`src/rtl/golomb_k_tracker.sv`:
```
module golomb_k_tracker #(
  parameter int MAG_W = 16,
  parameter int CNT_W = 10
) (
  input  logic               clk,
  input  logic               rst_n,
  input  logic               job_start,
  input  logic [1:0]         init_sel,
  input  logic [1:0]         sym_sel,
  input  logic [1:0]         upd_sel,
  input  logic               res_vld,
  input  logic [MAG_W:0]     res_val,
  input  logic               blk_end,
  output logic [3:0]         k_cur
);
  localparam int SUM_W = MAG_W + 1 + CNT_W;
  localparam int CMP_W = (SUM_W > CNT_W + 16) ? SUM_W : CNT_W + 16;
  localparam logic [CNT_W-1:0] CNT_MAX = '1;

  logic [1:0]       mode_q;
  logic [CNT_W-1:0] cnt_q, cnt_nx;
  logic [SUM_W-1:0] sum_q, sum_nx;
  logic [MAG_W:0]   mag;
  logic             take;
  logic [3:0]       base, k_start, k_opt, k_step, k_next;
  logic [15:0]      fits;

  assign mag    = res_val[MAG_W] ? (~res_val + 1'b1) : res_val;
  assign take   = res_vld && (cnt_q != CNT_MAX);
  assign cnt_nx = cnt_q + CNT_W'(take);
  assign sum_nx = sum_q + (take ? SUM_W'(mag) : '0);

  assign base    = (sym_sel == 2'd1) ? 4'd4 : (sym_sel == 2'd2) ? 4'd8 : 4'd0;
  assign k_start = base + {2'b00, init_sel};

  for (genvar i = 0; i < 16; i++) begin : g_fit
    assign fits[i] = (CMP_W'(cnt_nx) << i) >= CMP_W'(sum_nx);
  end

  always_comb begin
    k_opt = 4'd15;
    for (int i = 15; i >= 0; i--)
      if (fits[i]) k_opt = 4'(i);
  end

  assign k_step = (k_opt > k_cur) ? k_cur + 4'd1 :
                  (k_opt < k_cur) ? k_cur - 4'd1 : k_cur;

  always_comb begin
    case (mode_q)
      2'd1:    k_next = k_step;
      2'd2:    k_next = k_opt;
      default: k_next = k_cur;
    endcase
  end

  always_ff @(posedge clk) begin
    if (!rst_n) begin
      k_cur  <= '0;
      mode_q <= '0;
      cnt_q  <= '0;
      sum_q  <= '0;
    end else if (job_start) begin
      k_cur  <= k_start;
      mode_q <= upd_sel;
      cnt_q  <= '0;
      sum_q  <= '0;
    end else if (blk_end) begin
      k_cur  <= k_next;
      cnt_q  <= '0;
      sum_q  <= '0;
    end else begin
      cnt_q  <= cnt_nx;
      sum_q  <= sum_nx;
    end
  end
endmodule

```
`config.mk`:
```
export PLATFORM = sky130hd
export DESIGN_NAME = golomb_k_tracker
export DESIGN_NICKNAME = d
export VERILOG_FILES = /design/src/rtl/golomb_k_tracker.sv
export SDC_FILE = /design/constraint.sdc
export NUM_CORES = 1
export LEC_CHECK = 0
export ABC_AREA = 1
export ABC_CLOCK_PERIOD_IN_PS = 9380
export BUFFER_PORTS_ARGS = -buffer_cell sky130_fd_sc_hd__buf_2
export CAP_MARGIN = 10
export CELL_PAD_IN_SITES_DETAIL_PLACEMENT = 1
export CELL_PAD_IN_SITES_GLOBAL_PLACEMENT = 2
export CORE_MARGIN = 8
export CORE_UTILIZATION = 36
export DETAILED_ROUTE_END_ITERATION = 6
export GPL_TIMING_DRIVEN = 0
export PLACE_DENSITY = 0.92
export SKIP_LAST_GASP = 1
export SLEW_MARGIN = 5
export SYNTH_ARGS = -nofsm -noshare
export SYNTH_HDL_FRONTEND = slang
export SYNTH_SLANG_ARGS = --single-unit
```
`constraint.sdc`:
```
create_clock -name clk -period 9.38 [get_ports clk]
set_clock_uncertainty 0.2 [all_clocks]
set_input_delay 0.469 -clock clk [delete_from_list [all_inputs] [get_ports clk]]
set_output_delay 0.469 -clock clk [all_outputs]
set_load 0.01 [all_outputs]
```
# Yosys cells after proc, flatten, opt, wreduce, memory -nomap -nowiden
# Cells that the tools add are included.
[classes]
n_addsub = 6
magnitude_cmp = 17
eq_ne = 6
mux = 24
n_bitwise = 2
n_reduce_logical = 5
[ops]
columns = ["op", "count"]
rows = [
  ["2-to-1 mux 4 bit", 14],
  ["2-to-1 mux 17 bit", 2],
  ["adder 27 x 17 -> 27 bit", 1],
  [">= comparator 10 x 27 -> 1 bit", 1],
  [">= comparator 11 x 27 -> 1 bit", 1],
  [">= comparator 12 x 27 -> 1 bit", 1],
  [">= comparator 13 x 27 -> 1 bit", 1],
  [">= comparator 14 x 27 -> 1 bit", 1],
  [">= comparator 15 x 27 -> 1 bit", 1],
  [">= comparator 16 x 27 -> 1 bit", 1],
  [">= comparator 17 x 27 -> 1 bit", 1],
  [">= comparator 18 x 27 -> 1 bit", 1],
  [">= comparator 19 x 27 -> 1 bit", 1],
  [">= comparator 20 x 27 -> 1 bit", 1],
  [">= comparator 21 x 27 -> 1 bit", 1],
  [">= comparator 22 x 27 -> 1 bit", 1],
  [">= comparator 23 x 27 -> 1 bit", 1],
  [">= comparator 24 x 27 -> 1 bit", 1],
  ["adder 17 x 1 -> 17 bit (second input constant)", 1],
  ["inverter 17 bit", 1],
  ["2-to-1 mux 3 bit", 4],
  ["adder 10 x 1 -> 10 bit", 1],
  ["inequality test 10 bit (second input constant)", 1],
  ["one-hot mux 4 bit (2 select lines)", 1],
  ["other kinds (16)", 19],
]
[word_totals]
register_bits = 43
inputBits = 28
output_inout_bits = 4
word_cells = 64

# Longest topological paths before layout
# Gate-level depths: netlist of run 1.
[depth]
depth_word = 27
depth_mapped = 62

# Worst setup path before layout of run 1
# Ideal clock, no wire load.
[synth_path]
kind = "in2reg"
from = "in res_val[0]"
to = "reg k_cur[3]"
setup_ns = 0.119
arrival_time_ns = 6.660
t_required_ns = 9.061
setup_slack_ns = 2.400
path_stages = 62
path_buffers = 0
cell_sequence = "inv_1 > ha_1 > inv_1 > nor3_1 > inv_1 > nor3_1 > inv_1 > nor3_1 > nand4_1 > o21ai_0 > o21ai_0 > a21oi_1 > ha_1 > nand2_1 > inv_1 > nand2_1 > inv_1 > nand2_1 > [... 26 more ...] > nand2_1 > nand2_1 > nand2_2 > nand2_1 > ha_1 > inv_1 > a21oi_1 > o21ai_0 > nand2_1 > ha_1 > a21oi_1 > nor2_1 > nor2_1 > xor2_1 > xor2_1 > o21ai_1 > o21ai_1 > a21oi_1"
[synth_via]
elab_chain_cells = 26
word_cells_on_any_way = 43
cone_classes = "add/sub (2); order compare (17); eq/ne (1); mux (21); bitwise (1); reduce/logical (1)"
[synth_lines]
columns = ["element", "line_no", "source"]
rows = [
  ["start: declaration", "12", "input logic [MAG_W:0] res_val,"],
  ["inverter 17 bit", "28", "assign mag = res_val[MAG_W] ? (~res_val + 1'b1) : res_val;"],
  ["adder 17 x 1 -> 17 bit", "28", ""],
  ["2-to-1 mux 17 bit (*)", "28", ""],
  ["2-to-1 mux 17 bit (*)", "31", "assign sum_nx = sum_q + (take ? SUM_W'(mag) : '0);"],
  ["adder 27 x 17 -> 27 bit (*)", "31", ""],
  [">= comparator 24 x 27 -> 1 bit", "37", "assign fits[i] = (CMP_W'(cnt_nx) << i) >= CMP_W'(sum_nx);"],
  ["2-to-1 mux 1 bit", "43", "if (fits[i]) k_opt = 4'(i);"],
  ["2-to-1 mux 2 bit (2 in a row)", "43", ""],
  ["2-to-1 mux 3 bit (4 in a row)", "43", ""],
  ["2-to-1 mux 4 bit (7 in a row)", "43", ""],
  ["2-to-1 mux 4 bit (*)", "43", ""],
  ["greater-than comparator 4 bit", "46", "assign k_step = (k_opt > k_cur) ? k_cur + 4'd1 :"],
  ["2-to-1 mux 4 bit", "46", ""],
  ["one-hot mux 4 bit (2 select lines)", "50", "case (mode_q)"],
  ["2-to-1 mux 4 bit", "68", "end else if (blk_end) begin"],
  ["2-to-1 mux 4 bit", "63", "end else if (job_start) begin"],
  ["end signal: assignment", "64", "k_cur <= k_start;"],
  ["end signal: assignment", "69", "k_cur <= k_next;"],
  ["end: declaration", "14", "output logic [3:0] k_cur"],
]
# Every way passes the cells marked *; elsewhere a longest branch is shown, timed or not. The select of a mux whose other input is x is not followed.
# A chain may end at the register's enable or synchronous reset.

# Worst setup path in the final report of run 1
[layout_path]
from = "reg cnt_q[4]"
to = "reg k_cur[3]"
[layout_via]
elab_chain_cells = 25
word_cells_on_any_way = 43
cone_classes = "add/sub (2); order compare (17); eq/ne (2); mux (20); reduce/logical (2)"
[layout_lines]
columns = ["element", "line_no", "source"]
rows = [
  ["start: declaration", "21", "logic [CNT_W-1:0] cnt_q, cnt_nx;"],
  ["start signal: assignment", "73", "cnt_q <= cnt_nx;"],
  ["inequality test 10 bit", "29", "assign take = res_vld && (cnt_q != CNT_MAX);"],
  ["logical AND 1 bit", "29", ""],
  ["2-to-1 mux 17 bit", "31", ""],
  ["adder 27 x 17 -> 27 bit", "31", ""],
  [">= comparator 24 x 27 -> 1 bit", "37", ""],
  ["2-to-1 mux 1 bit", "43", ""],
  ["2-to-1 mux 2 bit (2 in a row)", "43", ""],
  ["2-to-1 mux 3 bit (4 in a row)", "43", ""],
  ["2-to-1 mux 4 bit (7 in a row)", "43", ""],
  ["2-to-1 mux 4 bit (*)", "43", ""],
  ["greater-than comparator 4 bit", "46", ""],
  ["2-to-1 mux 4 bit", "46", ""],
  ["one-hot mux 4 bit (2 select lines)", "50", ""],
  ["2-to-1 mux 4 bit", "68", ""],
  ["2-to-1 mux 4 bit", "63", ""],
]
# Marks and branches as above.

==> impl_metrics.toml, run 1 <==
[sta]
final_min_period_over_clock_period = 0.888
slew-limit-headroom = 0.166
worstMarginPinSlew_ns = 1.24
final.setup.worst_slack_ns = 1.05
achievable_frequency_ghz = 0.120
finalWorstPathRequiredPeriod_ns = 8.33
final-hold-violation-count = 0
timing_max_transition_violations_final = 0
finalSetupViolCount = 0
rsz0062_at_grt = "false"
setup_total_negative_slack_ns = 0

[clocking]
cts_tree = "yes"
cts_root_buffer = "clkbuf_16"
max-clock-path-buffers = 2
cts_buffers = 5
cts-hold-fix-buffers = 0
clk_pin_slew_worst_paths_ns = 0.07
htree_num_levels = 2
cts_post_setup_buffers_inserted = 0
clk_sinks = 43
insertion_delay_ns = 0.30
post_cts.resized_instances = 0

[critical_path]
critical_path_required_ns = 9.37
critPathMaxFanout = 10
timing.critical_path.slowest_stage_cell = "or4_1"
cp_slowest_stage_delay_ns = 0.58
critical_path_class = "reg -> reg"
crit_path_start_kind = "register"
critical_path.most_common_cell = "nand2_1"
cp.arrival_ns = 8.32
end_kind = "register"

[detailed_routing]
finalWirelength_um = 25600
routed_via_density = 5.35
detail_route.wl_per_cell_um = 16.9
detailroute.via_count = 8102
first_iter_violations = 373
ant_nets = 0
detail_route.first_pass.iterations = 4
drt_drc_violations_left = 0

[yosys]
async_flop_share = 0
netlist_area_um2 = 7670
avgSynthCellArea_um2 = 6.39
postSynthCellCount = 1199
ys.warnings.count = 0
ys_seq_elements = 43
number_of_synthesized_flops_with_an_enable_pin = 0
synth_ff_type = "dfxtp_1"
synth.lib_cells_used.distinct = 59
synth.net_count = 1391
yosysSeqAreaShare = 0.112

[power_and_ir_drop]
powerDensity_nw_per_um2 = 86.5
sequentialPowerShare = 0.264
power_frac_comb = 0.406
cellLeakagePower_nw = 4.53
total_switching_power_mw = 0.283
power.clock.fraction = 0.330
power.share.switching = 0.390
design_power_total_mw = 0.725
p_int_mw = 0.442
irDropWorstVdd_v = 0.0000765

[grt]
grt_antenna_before_repair = 0
grt.overflow.total = 0
global_route_wire_length_before_repair_um = 42500
groute.usage.overall = 0.196
grt_start_max_net_pins = 18
grt_pass1_vias = 8538

[cells_and_area]
final-instance-count-excl-fill = 1514
multi_input_area_um2 = 6120
num_antenna_cells = 0
area.growth.synth_to_final_pct = 9.30
fill_cells = 2824
drive_above_1_share = 0.0912
fin_nets = 1430
layout_common_cells = "nand2_1, inv_1, ha_1"
sequential_cell_area_um2 = 861
mostFrequentLayoutCell = "nand2_1"

[place]
placedCellCount = 1506
preCtsSetupSlack_ns = 0.469
routabilityCongestion = 0.824
place.detailed.hpwl_um = 20700
numPortBuffers = 31

[outcome]
status = "complete, no violations"

[die]
start_util = 0.366
die_y_um = 162
core-area_um2 = 21000
die_width_um = 162
full_die_area_um2 = 26200
placement_rows = 53
io-pin-count = 32

[job]
cap_viol_max_count = 0

[hold_path]
worstHoldPathType = "in -> reg"
-- worst paths after layout --
kind	from	end	slack, ns	cells past startpoint
worst max-delay path	cnt_q[4]$_SDFF_PP0_	k_cur[3]$_SDFFE_PN0P_	1.05	54
worst min-delay path	upd_sel[0]	mode_q[0]$_SDFFE_PN0P_	0.20	3
worst max register to register	cnt_q[4]$_SDFF_PP0_	k_cur[3]$_SDFFE_PN0P_	1.05	54
worst min register to register	mode_q[1]$_SDFFE_PN0P_	mode_q[1]$_SDFFE_PN0P_	0.29	2
-- cells by family after synthesis --
| group | Yosys count | share of synthesized area |
|---|---|---|
| simple gates | 621 | 0.365 |
| buf+inv | 180 | 0.0903 |
| compound gates | 172 | 0.135 |
| fa+ha+maj | 164 | 0.270 |
| flops | 43 | 0.112 |
| xor+xnor | 19 | 0.0276 |
-- flip-flops by register name, summed over array words and instances, names as in the netlist --
name	cells
sum_q	27
cnt_q	10
k_cur	4
mode_q	2
-- layout make-up --
class                   instances  share of cell area
repair buffers                 32              0.0203
plain buffers                   7             0.00448
well taps                     275              0.0411
multi-input cells             976               0.731
inverters                     173              0.0781
clock inverters                 2             0.00717
clock buffers                   6              0.0154
flip-flops and latches         43               0.103
-- power by group through the flow --
stage	Sequential (mW)	Clock, mW	Combinational, mW
2_1_floorplan	0.196	0	0.206
3_3_place_gp	0.196	0	0.282
3_5_place_dp	0.196	0	0.295
4_1_cts	0.191	0.243	0.296
5_1_grt	0.192	0.248	0.337
6_report	0.191	0.239	0.294
-- worst max-delay path, delay by kind of cell (launching register included) --
kind / cells / cell delay (ns)
compound gates: 7 / 0.92
xor+xnor: 3 / 0.70
fa+ha+maj: 5 / 1.62
buf+inv: 4 / 0.78
flops: 1 / 0.39
simple gates: 35 / 3.58
-- per-stage QoR --
step	area, µm²	util	hold slack [ns]
global placement	8170	0.390	0.274
floorplan	7670	-	0.253
detailed placement	8180	0.390	0.286
global route	8380	0.400	0.206
finish	8380	0.400	0.198
CTS	8370	0.400	0.194
-- cells in the mapped netlist (9+ instances only) --
master	instances	area [µm²]
nand4_1	26	163
dfxtp_1	43	861
nor3_1	21	105
inv_2	9	33.8
a211oi_1	9	67.6
nand2_1	287	1080
inv_1	163	612
xor2_1	9	78.8
a21oi_1	74	370
nand2_2	19	119
nand3_1	91	455
o21ai_0	32	160
nor2_1	133	499
ha_1	162	2030
-- per-layer routing --
layer | GRT usage | vias to the layer above | wire, µm
met2 | 0.360 | 108 | 12400
met3 | 0.0182 | 30 | 678
met4 | 0.0463 | 0 | 420
li1 | - | 4097 | -
met5 | 0 | - | 0
met1 | 0.242 | 3867 | 12000
Note: power is estimated with default switching activity, not from simulation.
==> run 2: changes to the inputs <==
CTS_BUF_LIST = sky130_fd_sc_hd__clkbuf_16   (was default)
==> run 2 against run 1 <==
Combinational power about the same. Via count about the same. Power down 0.17%. Register-to-register slack about the same. Critical path depth unchanged. Sequential power about the same. Cell count unchanged. Worst hold slack about the same. Wire length about the same. Core utilization unchanged. Fmax about the same. Largest cell class unchanged. Highest routed layer unchanged.
==> impl_metrics.toml, run 2 (synthesized netlist as in run 1, its figures left out) <==
[clocking]
htree_num_levels = 2
post_cts.resized_instances = 0
insertion_delay_ns = 0.30
cts_tree = "yes"
cts_buffers = 5
cts_post_setup_buffers_inserted = 0
cts_root_buffer = "clkbuf_16"
clk_pin_slew_worst_paths_ns = 0.07
clk_sinks = 43
cts-hold-fix-buffers = 0
max-clock-path-buffers = 2

[sta]
final-hold-violation-count = 0
rsz0062_at_grt = "false"
finalSetupViolCount = 0
finalWorstPathRequiredPeriod_ns = 8.33
worstMarginPinSlew_ns = 1.24
setup_total_negative_slack_ns = 0
achievable_frequency_ghz = 0.120
final.setup.worst_slack_ns = 1.05
timing_max_transition_violations_final = 0
slew-limit-headroom = 0.166
final_min_period_over_clock_period = 0.888

[detailed_routing]
detail_route.first_pass.iterations = 4
drt_drc_violations_left = 0
detailroute.via_count = 8101
ant_nets = 0
first_iter_violations = 373
detail_route.wl_per_cell_um = 16.9
finalWirelength_um = 25600
routed_via_density = 5.35

[critical_path]
worst-r2r-cell-count = 54
r2r_end = "k_cur[3]$_SDFFE_PN0P_"
crit_path_start_kind = "register"
worstSetupStartpoint = "cnt_q[4]$_SDFF_PP0_"
critical_path.most_common_cell = "nand2_1"
critical_path_class = "reg -> reg"
reg2reg_slack_ns = 1.05
timing.critical_path.slowest_stage_cell = "or4_1"
critPathMaxFanout = 10
end_kind = "register"
critPathCapture = "k_cur[3]$_SDFFE_PN0P_"
critical_path_required_ns = 9.37
worst_r2r_startpoint = "cnt_q[4]$_SDFF_PP0_"
cp.arrival_ns = 8.32
cp_slowest_stage_delay_ns = 0.58

[power_and_ir_drop]
irDropWorstVdd_v = 0.0000765
cellLeakagePower_nw = 4.53
powerDensity_nw_per_um2 = 86.4

[cells_and_area]
fill_cells = 2824
mostFrequentLayoutCell = "nand2_1"
area.growth.synth_to_final_pct = 9.30
final-instance-count-excl-fill = 1514
num_antenna_cells = 0
registers.top_by_ff_count = "sum_q"
layout_common_cells = "nand2_1, inv_1, ha_1"
largest_register_ffs = 27
fin_nets = 1430
drive_above_1_share = 0.0912
regs_by_ff_count = "sum_q (27), cnt_q (10), k_cur (4)"

[die]
die_width_um = 162
die_y_um = 162
io-pin-count = 32
core-area_um2 = 21000
start_util = 0.366
full_die_area_um2 = 26200
placement_rows = 53

[grt]
grt_antenna_before_repair = 0
groute.usage.overall = 0.196
grt.overflow.total = 0
global_route_wire_length_before_repair_um = 42500
grt_start_max_net_pins = 18
grt_pass1_vias = 8538

[place]
place.detailed.hpwl_um = 20700
preCtsSetupSlack_ns = 0.469
routabilityCongestion = 0.824
placedCellCount = 1506
numPortBuffers = 31

[job]
cap_viol_max_count = 0

[outcome]
status = "complete, no violations"

[hold_path]
worstHoldPathType = "in -> reg"
run 2: layer usage:
metal	share of wire	track usage
met3	0.027	0.0182
met4	0.016	0.0463
met5	0	0
met1	0.47	0.242
met2	0.49	0.360
run 2: final cells by class:
type,count,area (µm²),share of cell area
Buffer,7,37.5,0.00448
Timing Repair Buffer,32,170,0.0203
Clock buffer,5,125,0.0149
Inverter,173,654,0.0781
Multi-Input combinational cell,976,6120,0.731
Clock inverter,3,63.8,0.00762
Tap cell,275,344,0.0411
Sequential cell,43,861,0.103
run 2: metrics by stage:
step	cell area (µm²)	utilization	hold WS [ns]	power, mW
3_5_place_dp	8180	0.390	0.286	0.490
6_report	8380	0.400	0.198	0.724
5_1_grt	8380	0.400	0.206	0.776
3_3_place_gp	8170	0.390	0.274	0.477
2_1_floorplan	7670	-	0.253	0.402
4_1_cts	8370	0.400	0.194	0.729
run 2: worst max-delay path, delay by kind of cell, from the launching register on:
kind / cells / cell delay (ns)
xor+xnor: 3 / 0.70
flops: 1 / 0.39
compound gates: 7 / 0.92
buf+inv: 4 / 0.78
fa+ha+maj: 5 / 1.62
simple gates: 35 / 3.58
run 2: worst min-delay path by stage:
stage	startpoint	end	slack [ns]	cells past startpoint
after CTS	upd_sel[0]	mode_q[0]$_SDFFE_PN0P_	0.19	3
after global placement	mode_q[1]$_SDFFE_PN0P_	mode_q[1]$_SDFFE_PN0P_	0.27	2
final	upd_sel[0]	mode_q[0]$_SDFFE_PN0P_	0.20	3
after global routing	upd_sel[0]	mode_q[0]$_SDFFE_PN0P_	0.21	3
after floorplan	mode_q[1]$_SDFFE_PN0P_	mode_q[1]$_SDFFE_PN0P_	0.25	2
after detailed placement	mode_q[1]$_SDFFE_PN0P_	mode_q[1]$_SDFFE_PN0P_	0.29	2
run 2: where the power goes:
part	leakage, nW	internal, mW	switching (mW)
combinational	4.09	0.102	0.192
sequential	0.349	0.187	0.00432
clock	0.0952	0.152	0.0860
==> run 3: changes to the inputs <==
ABC_AREA = default   (was 1)
CORE_UTILIZATION = 39   (was 36)
==> run 3 against run 2 <==
Synthesized cell count is 27% lower. Sequential share of layout area is 0.62 points higher. Power is 5.0% lower. Flip-flop and latch count stayed put.
==> impl_metrics.toml, run 3 <==
[yosys]
postSynthCellCount = 881
synth.lib_cells_used.distinct = 78
ys_seq_elements = 43
yosysSeqAreaShare = 0.123
yosysTopAreaCellShare = 0.290
ys_top_cells_by_count = "ha_1, nor2_1, a21oi_1, nand2_1, dfxtp_1"
async_flop_share = 0
synth_ff_type = "dfxtp_1"
netlist.top_cell.by_area = "ha_1"
avgSynthCellArea_um2 = 7.94
synthMostInstantiatedCell = "ha_1"
netlist_area_um2 = 7000
netlist_top_cells_area = "ha_1, dfxtp_1, nor2_1"
synth.net_count = 1073
number_of_synthesized_flops_with_an_enable_pin = 0
ys.warnings.count = 0

[cells_and_area]
regs_by_ff_count = "sum_q (27), cnt_q (10), k_cur (4)"
fill_cells = 2200
utilization = 0.445
drive_above_1_share = 0.106
num_antenna_cells = 0
largest_register_ffs = 27
fin_nets = 1124
layout_common_cells = "ha_1, nor2_1, a21oi_1"
registers.top_by_ff_count = "sum_q"
mostFrequentLayoutCell = "ha_1"
area.growth.synth_to_final_pct = 12.9

[critical_path]
end_kind = "register"
worst_r2r_startpoint = "cnt_q[3]$_SDFF_PP0_"
reg2reg_slack_ns = 0.56
worstSetupStartpoint = "cnt_q[3]$_SDFF_PP0_"
crit_path_start_kind = "register"
cp.arrival_ns = 8.80
timing.critical_path.slowest_stage_cell = "a221oi_1"
worst-r2r-cell-count = 36
critPathMaxFanout = 10
r2r_end = "k_cur[3]$_SDFFE_PN0P_"
critical_path_required_ns = 9.37
critical_path_class = "reg -> reg"
cp_slowest_stage_delay_ns = 0.61

[die]
core-area_um2 = 17800
placement_rows = 49
io-pin-count = 32
start_util = 0.394
die_y_um = 150
die_width_um = 150
full_die_area_um2 = 22500

[clocking]
insertion_delay_ns = 0.29
clk_sinks = 43
max-clock-path-buffers = 2
clk_pin_slew_worst_paths_ns = 0.07
cts_root_buffer = "clkbuf_16"
htree_num_levels = 2
cts_buffers = 5
cts_tree = "yes"
cts-hold-fix-buffers = 0

[detailed_routing]
first_iter_violations = 311
detail_route.wl_per_cell_um = 19.5
detailroute.via_count = 7046
drt_drc_violations_left = 0
finalWirelength_um = 22600
ant_nets = 0
detail_route.first_pass.iterations = 4
routed_via_density = 6.06

[outcome]
status = "complete, no violations"

[job]
cap_viol_max_count = 0

[place]
numPortBuffers = 31
place.detailed.hpwl_um = 17500
routabilityCongestion = 0.825

[sta]
final_min_period_over_clock_period = 0.940
worst_hold_margin_ns = 0.217
achievable_frequency_ghz = 0.113
final-hold-violation-count = 0
finalSetupViolCount = 0
timing_max_transition_violations_final = 0
finalWorstPathRequiredPeriod_ns = 8.82
slew-limit-headroom = 0.176
worstMarginPinSlew_ns = 1.23
rsz0062_at_grt = "false"

[hold_path]
min_to = "mode_q[1]$_SDFFE_PN0P_"
hp-start = "upd_sel[1]"
holdPathStages = 3
worstHoldPathType = "in -> reg"

[power_and_ir_drop]
irDropWorstVdd_v = 0.0000680
powerDensity_nw_per_um2 = 87.0
cellLeakagePower_nw = 3.72

[grt]
grt.overflow.total = 0
global_route_wire_length_before_repair_um = 37200
grt_start_max_net_pins = 19
grt_antenna_before_repair = 0
grt_pass1_vias = 7324
groute.usage.overall = 0.203
-- run 3: cell types whose count changed after synthesis, moves of 14 or more --
cell and delta:
o31ai_1 +17, xor2_1 +18, nor2_1 -35, nand3_1 -65, nor2b_1 +18, inv_1 -133
nand2_2 -19, nand2_1 -233, xnor2_1 +15, a21o_1 +22, nand2b_1 +14
-- run 3: repair_timing --
item / 4_1_cts / 5_1_grt
gates resized for setup: 5 / 13
setup buffers: 0 / 7
pin swaps: 0 / 2
setup endpoints to repair: 1 / 2
-- run 3: per-layer routing --
| metal | vias to the layer above | routed length (µm) | global-route usage |
|---|---|---|---|
| met1 | 3498 | 10700 | 0.257 |
| met2 | 79 | 11100 | 0.360 |
| met3 | 23 | 505 | 0.0203 |
| met5 | - | 0 | 0 |
| met4 | 0 | 397 | 0.0500 |
| li1 | 3446 | - | - |
-- run 3: worst max path at each step --
| stage | endpoint | slack, ns | cells past startpoint |
|---|---|---|---|
| after floorplan | k_cur[3]$_SDFFE_PN0P_ | 1.36 | 35 |
| after global placement | k_cur[3]$_SDFFE_PN0P_ | -0.36 | 36 |
| after detailed placement | k_cur[3]$_SDFFE_PN0P_ | -0.12 | 35 |
| after CTS | k_cur[3]$_SDFFE_PN0P_ | 0.16 | 40 |
| after global routing | k_cur[3]$_SDFFE_PN0P_ | 0.01 | 40 |
| final | k_cur[3]$_SDFFE_PN0P_ | 0.56 | 36 |
-- run 3: report_power, final --
group | leakage (nW) | switching, mW | internal [mW] | total [mW]
Combinational | 3.29 | 0.187 | 0.134 | 0.321
Clock | 0.0762 | 0.0784 | 0.0966 | 0.175
Sequential | 0.348 | 0.00458 | 0.187 | 0.192
-- run 3: logic make-up after synthesis --
group	synth area share
buffers and inverters	0.0259
xor gates and xnor gates	0.0599
muxes	0.00894
and+or+nand+nor	0.219
AOI/OAI and AO/OA	0.264
DFF	0.123
adders and majority gates	0.300
-- run 3: critical path: cells and delay by family, from the launching register on --
| kind | cells | cell delay [ns] |
|---|---|---|
| compound gates | 17 | 4.08 |
| fa+ha+maj | 5 | 1.55 |
| simple gates | 10 | 1.37 |
| xor+xnor | 2 | 0.67 |
| flops | 1 | 0.44 |
| buf+inv | 2 | 0.38 |
-- run 3: metrics by stage --
stage	instance area [µm²]	setup slack, ns	cells	power (mW)	setup TNS, ns
global route	7900	0.0108	1162	0.738	0
floorplan	7000	1.36	881	0.415	0
CTS	7760	0.163	1157	0.680	0
detailed placement	7590	-0.121	1149	0.502	-0.121
global placement	7440	-0.356	1141	0.489	-0.375
finish	7900	0.565	1162	0.687	0
-- run 3: cell type report --
type	count	area, µm²	area share
plain buffers	15	61.3	0.00776
clock buffers	5	125	0.0158
clock inverters	3	12.5	0.00158
inverters	31	116	0.0147
multi-input cells	790	6130	0.776
flip-flops and latches	43	861	0.109
well taps	229	287	0.0363
repair buffers	46	310	0.0393
